==> src/rtl/lsup_pkg.sv <==
package lsup_pkg;
  typedef enum logic [2:0] {
    ST_IDLE,
    ST_ADAPT,
    ST_ACQUIRE,
    ST_LOCKED,
    ST_LOST
  } supState_t;

  typedef struct packed {
    logic raiseIrq;
    logic lockLost;
  } ctrlStrobe_t;

  localparam logic [1:0] MODE_ADAPT = 2'b01;
endpackage

==> src/rtl/lsup_datapath.sv <==
module lsup_datapath
  import lsup_pkg::*;
#(
  parameter int EYE_W = 8
) (
  input  logic             clk,
  input  logic             rstN,
  input  logic [EYE_W-1:0] eyeHoriz,
  input  logic [EYE_W-1:0] eyeVert,
  input  logic [EYE_W-1:0] horizMin,
  input  logic [EYE_W-1:0] vertMin,
  input  logic             adaptTrig,
  input  logic             irqClear,
  input  ctrlStrobe_t      strobe,
  output logic             eyeOk,
  output logic             trigEvent,
  output logic             lossIrq
);
  localparam int AXES = 2;

  logic [AXES-1:0][EYE_W-1:0] opening;
  logic [AXES-1:0][EYE_W-1:0] minimum;
  logic [AXES-1:0]            axisOk;
  logic                       trigQ;

  assign opening = {eyeVert, eyeHoriz};
  assign minimum = {vertMin, horizMin};

  // Strict comparison per axis; equality is not enough.
  for (genvar a = 0; a < AXES; a++) begin : g_axis
    assign axisOk[a] = opening[a] > minimum[a];
  end

  assign eyeOk = &axisOk;

  // Set-then-clear detection on the host trigger.
  always_ff @(posedge clk) begin
    if (!rstN) trigQ <= 1'b0;
    else       trigQ <= adaptTrig;
  end
  assign trigEvent = trigQ & ~adaptTrig;

  // Sticky interrupt; a new loss wins over a clear.
  always_ff @(posedge clk) begin
    if (!rstN)                lossIrq <= 1'b0;
    else if (strobe.raiseIrq) lossIrq <= 1'b1;
    else if (irqClear)        lossIrq <= 1'b0;
  end


  irq_sticky_chk: assert property (@(posedge clk) disable iff (!rstN)
    (lossIrq && !irqClear) |=> lossIrq);


  irq_source_chk: assert property (@(posedge clk) disable iff (!rstN)
    $rose(lossIrq) |-> $past(strobe.lockLost));
endmodule

==> src/rtl/lsup_ctrl.sv <==
module lsup_ctrl
  import lsup_pkg::*;
(
  input  logic        clk,
  input  logic        rstN,
  input  logic [1:0]  cfgMode,
  input  logic        cfgEyeCheckEn,
  input  logic        eyeValid,
  input  logic        eyeOk,
  input  logic        cdrLocked,
  input  logic        freqDrift,
  input  logic        trigEvent,
  input  logic        tunerDone,
  output logic        tunerStart,
  output logic        lockStatus,
  output ctrlStrobe_t strobe
);
  supState_t state, stateNext;
  logic      adaptOn;
  logic      lossNow;
  logic      grantNow;

  assign adaptOn  = (cfgMode == MODE_ADAPT);
  assign grantNow = cdrLocked && !freqDrift && eyeValid && eyeOk;
  assign lossNow  = freqDrift || !cdrLocked || (cfgEyeCheckEn && eyeValid && !eyeOk);

  always_comb begin
    stateNext = state;
    unique case (state)
      ST_IDLE: begin
        if (trigEvent || adaptOn) stateNext = ST_ADAPT;
        else                      stateNext = ST_ACQUIRE;
      end
      ST_ADAPT: begin
        if (tunerDone) stateNext = ST_ACQUIRE;
      end
      ST_ACQUIRE: begin
        if (trigEvent)     stateNext = ST_ADAPT;
        else if (grantNow) stateNext = ST_LOCKED;
      end
      ST_LOCKED: begin
        if (lossNow)        stateNext = ST_LOST;
        else if (trigEvent) stateNext = ST_ADAPT;
      end
      ST_LOST: begin
        if (trigEvent || adaptOn) stateNext = ST_ADAPT;
        else                      stateNext = ST_ACQUIRE;
      end
      default: stateNext = ST_IDLE;
    endcase
  end

  always_ff @(posedge clk) begin
    if (!rstN) state <= ST_IDLE;
    else       state <= stateNext;
  end

  assign strobe.lockLost = (state == ST_LOCKED) && lossNow;
  assign strobe.raiseIrq = strobe.lockLost;
  assign tunerStart      = (state == ST_ADAPT);
  assign lockStatus      = (state == ST_LOCKED);


  lock_grant_chk: assert property (@(posedge clk) disable iff (!rstN)
    $rose(lockStatus) |-> $past(cdrLocked && eyeValid && eyeOk && !freqDrift));


  drift_drop_chk: assert property (@(posedge clk) disable iff (!rstN)
    (lockStatus && freqDrift) |=> !lockStatus);


  unchecked_hold_chk: assert property (@(posedge clk) disable iff (!rstN)
    (lockStatus && !cfgEyeCheckEn && cdrLocked && !freqDrift && !trigEvent) |=> lockStatus);


  lost_once_chk: assert property (@(posedge clk) disable iff (!rstN)
    (state == ST_LOST) |=> (state != ST_LOST));


  start_held_chk: assert property (@(posedge clk) disable iff (!rstN)
    (tunerStart && !tunerDone) |=> tunerStart);
endmodule

==> src/rtl/lock_supervisor.sv <==
module lock_supervisor
  import lsup_pkg::*;
#(
  parameter int EYE_W = 8
) (
  input  logic             clk,
  input  logic             rstN,
  input  logic [1:0]       cfgMode,
  input  logic             cfgEyeCheckEn,
  input  logic [EYE_W-1:0] cfgHorizMin,
  input  logic [EYE_W-1:0] cfgVertMin,
  input  logic             adaptTrig,
  input  logic [EYE_W-1:0] eyeHoriz,
  input  logic [EYE_W-1:0] eyeVert,
  input  logic             eyeValid,
  input  logic             cdrLocked,
  input  logic             freqDrift,
  input  logic             irqClear,
  input  logic             tunerDone,
  output logic             tunerStart,
  output logic             lockStatus,
  output logic             lossIrq
);
  ctrlStrobe_t strobe;
  logic        eyeOk;
  logic        trigEvent;

  lsup_ctrl u_ctrl (
    .clk          (clk),
    .rstN         (rstN),
    .cfgMode      (cfgMode),
    .cfgEyeCheckEn(cfgEyeCheckEn),
    .eyeValid     (eyeValid),
    .eyeOk        (eyeOk),
    .cdrLocked    (cdrLocked),
    .freqDrift    (freqDrift),
    .trigEvent    (trigEvent),
    .tunerDone    (tunerDone),
    .tunerStart   (tunerStart),
    .lockStatus   (lockStatus),
    .strobe       (strobe)
  );

  lsup_datapath #(.EYE_W(EYE_W)) u_dp (
    .clk      (clk),
    .rstN     (rstN),
    .eyeHoriz (eyeHoriz),
    .eyeVert  (eyeVert),
    .horizMin (cfgHorizMin),
    .vertMin  (cfgVertMin),
    .adaptTrig(adaptTrig),
    .irqClear (irqClear),
    .strobe   (strobe),
    .eyeOk    (eyeOk),
    .trigEvent(trigEvent),
    .lossIrq  (lossIrq)
  );
endmodule

==> config.mk <==
export PLATFORM = sky130hd
export DESIGN_NAME = lock_supervisor
export DESIGN_NICKNAME = d
export VERILOG_FILES = /design/src/rtl/lsup_pkg.sv /design/src/rtl/lsup_datapath.sv /design/src/rtl/lsup_ctrl.sv /design/src/rtl/lock_supervisor.sv
export SDC_FILE = /design/constraint.sdc
export NUM_CORES = 1
export LEC_CHECK = 0
export ABC_CLOCK_PERIOD_IN_PS = 1850
export BUFFER_PORTS_ARGS = -buffer_cell sky130_fd_sc_hd__buf_2
export CAP_MARGIN = 20
export CORE_MARGIN = 4
export CORE_UTILIZATION = 40
export DETAILED_ROUTE_END_ITERATION = 7
export PLACE_DENSITY = 0.83
export SYNTH_ARGS = -nofsm -noshare
export SYNTH_HDL_FRONTEND = slang
export SYNTH_SLANG_ARGS = --single-unit
==> constraint.sdc <==
create_clock -name clk -period 1.85 [get_ports clk]
set_input_delay 0.185 -clock clk [delete_from_list [all_inputs] [get_ports clk]]
set_output_delay 0.185 -clock clk [all_outputs]
set_load 0.02 [all_outputs]
==> impl_metrics.env <==
export IMPL_ant_nets=0
export IMPL_seq_area_um2=100
export IMPL_numCtsBuffers=3
export IMPL_startpoint="cfgVertMin[6]"
export IMPL_power_switching_uw=187
export IMPL_grt_pass1_vias=784
export IMPL_setup_viol=0
export IMPL_final_cell_mix="45 x buf_2, 20 x inv_1, 16 x ha_1"
export IMPL_grtUsageTotal_pct=14.8
export IMPL_period_share_pct=80.1
export IMPL_rsz0062_at_grt="false"
export IMPL_critical_path_class="in2reg"
export IMPL_antenna_found_initial=0
export IMPL_outcome="finished clean"
export IMPL_cts_clk_slew_worst_paths_ns=0.05
export IMPL_skew_ns=0.00435
export IMPL_root_buffer="clkbuf_4"
export IMPL_firstDrtPassIters=4
export IMPL_critPathLaunchType="input pin"
export IMPL_r2r_slack_ns=0.51
export IMPL_clkLatencyLatePin_ns=0.24
export IMPL_critPathRequiredTime_ns=2.03
export IMPL_synth_ff_type="dfxtp_1"
export IMPL_tightestPinTransition_ns=0.371
export IMPL_grt_pass1_wl_um=3000
export IMPL_via_per_inst=4.84
export IMPL_grt_util_met2_pct=29.6
export IMPL_fin_nets=205
export IMPL_area_delta_synth_final_pct=39.6
export IMPL_cp_end_kind="flip-flop"
export IMPL_ios=46
export IMPL_htreeDepth=1
export IMPL_ys_async_sr_fraction_pct=0
export IMPL_internal_power_uw=326
export IMPL_synth_nets=155
export IMPL_port_buffers=45
export IMPL_met1_usage_pct=15.1
export IMPL_synth_edf_count=0
export IMPL_start_util_pct=41.8
export IMPL_ys_warn_count=0
export IMPL_core_area_um2=1710
export IMPL_die_h_um=50.3
export IMPL_period_minus_slack_ns=1.48
export IMPL_hold_path_startpoint="adaptTrig"
export IMPL_cp_arrival_ns=1.66
export IMPL_vias=823
export IMPL_dieArea_um2=2530
export IMPL_fin_tns_setup_ns=0
export IMPL_synthCells=96
export IMPL_p_per_area_nw_per_um2=515
export IMPL_pwr_share_clk_pct=24.2
export IMPL_p_comb_share_pct=47.2
export IMPL_routed_wl_um=1710
export IMPL_die_w_um=50.3
export IMPL_cts_tree="done"
export IMPL_num_fill_cells=167
export IMPL_hold_class="in2reg"
export IMPL_postLayoutSetupSlackWorst_ns=0.368
export IMPL_power_leakage_nw=0.593
export IMPL_hold_ws_ns=0.185
export IMPL_ys_ff_latch=5
export IMPL_final_area_um2=997
export IMPL_cts_sinks=5
export IMPL_cts_repair_resized=0
export IMPL_grt_util_met3_pct=2.97
export IMPL_grt_busiest_layer="met2"
export IMPL_gp_congestion=0.712
export IMPL_drv_slew=0
export IMPL_final_cells=170
export IMPL_drv_cap=0
export IMPL_multiInputGateArea_um2=539
export IMPL_synth_top_area_share_pct=28.0
export IMPL_grt_overflow=0
export IMPL_synth_area_um2=714
export IMPL_dp_cells=166
export IMPL_synth_seq_area_share_pct=14.0
export IMPL_timing_fmax_ghz=0.675
export IMPL_layout_drive_gt1_share_pct=35.9
export IMPL_cts_setup_buffers=0
export IMPL_fp_row_count=15
export IMPL_dp_hpwl_um=1570
export IMPL_synth_top_cell_by_area="ha_1"
export IMPL_slew_headroom_pct=75.2
export IMPL_p_sw_share_pct=36.5
export IMPL_postPlaceCellArea_um2=971
export IMPL_netlist_top_cells_area="ha_1 28%, dfxtp_1 14%, inv_1 11%"
export IMPL_cts_hold_buf=0
export IMPL_syn_avg_cell_area_um2=7.44
export IMPL_ys_types=28
export IMPL_grt_max_degree=8
export IMPL_worstPathMaxFanout=3
export IMPL_first_iter_violations=4
export IMPL_wire_per_inst_um=10.0
export IMPL_final_common_cell="buf_2"
export IMPL_seqPwrFrac_pct=28.5
export IMPL_ir_worst_vdd_mv=0.360
export IMPL_drc=0
export IMPL_rr_startpoint="u_dp.trigQ"
export IMPL_hold_viol=0
export IMPL_pre_cts_ws_ns=0.124
export IMPL_clock_path_buffers=2
export IMPL_antenna_cells=0
## flip-flops by register name, summed over array words and instances (netlist names)
name	cells
u_ctrl.state	3
u_dp.lossIrq	1
u_dp.trigQ	1
## stage by stage
step	utilization [%]	power, mW
5_1_grt	58.4	0.566
4_1_cts	58.4	0.517
2_1_floorplan	-	0.304
3_3_place_gp	56.8	0.382
6_report	58.4	0.513
3_5_place_dp	56.8	0.393
## synth_stat cells (3+ instances only)
master	number
inv_1	20
ha_1	16
nor2b_1	3
nand2_1	10
dfxtp_1	5
nor2_1	3
a21oi_1	8
nand2b_1	4
## area by class of cell
class	count	share of cell area, %
multi-input combinational	71	54.1
timing repair buffer	45	22.6
tap	25	3.14
sequential	5	10.0
clock buffer	4	2.63
inverter	20	7.53
## per-layer routing
layer  share of wire [%]  wire (µm)
met1                  40        688
met2                  51        878
met3                 7.1        121
met4                 1.1         19
met5                   0          0
## logic make-up (layout without fill, tap and decap cells)
| kind of cell | count (synthesis) | in the layout | synth area share, % |
|---|---|---|---|
| adders and majority gates | 16 | 16 | 28.0 |
| AOI/OAI and AO/OA | 24 | 24 | 24.3 |
| DFF | 5 | 5 | 14.0 |
| and+or+nand+nor | 31 | 31 | 23.1 |
| buffers and inverters | 20 | 69 | 10.5 |
## power groups by stage
stage | sequential (mW) | combinational [mW] | clock, mW
global placement | 0.146 | 0.236 | 0
CTS | 0.146 | 0.247 | 0.124
finish | 0.146 | 0.242 | 0.124
floorplan | 0.145 | 0.159 | 0
global route | 0.149 | 0.282 | 0.134
detailed placement | 0.148 | 0.245 | 0
## path summary, 6_finish.rpt
path                endpoint  depth (start not counted)
max          u_ctrl.state[0]                          9
min               u_dp.trigQ                          2
min reg2reg     u_dp.lossIrq                          2
max reg2reg  u_ctrl.state[0]                          6
## critical path, stage by stage
cell,delay (ns)
buf_2,0.08
inv_1,0.04
ha_1,0.29
and4_1,0.23
nand3_2,0.11
o221ai_2,0.17
o221ai_2,0.13
o31ai_1,0.25
o211a_1,0.17
No activity file was read; power rests on OpenSTA's default activity.
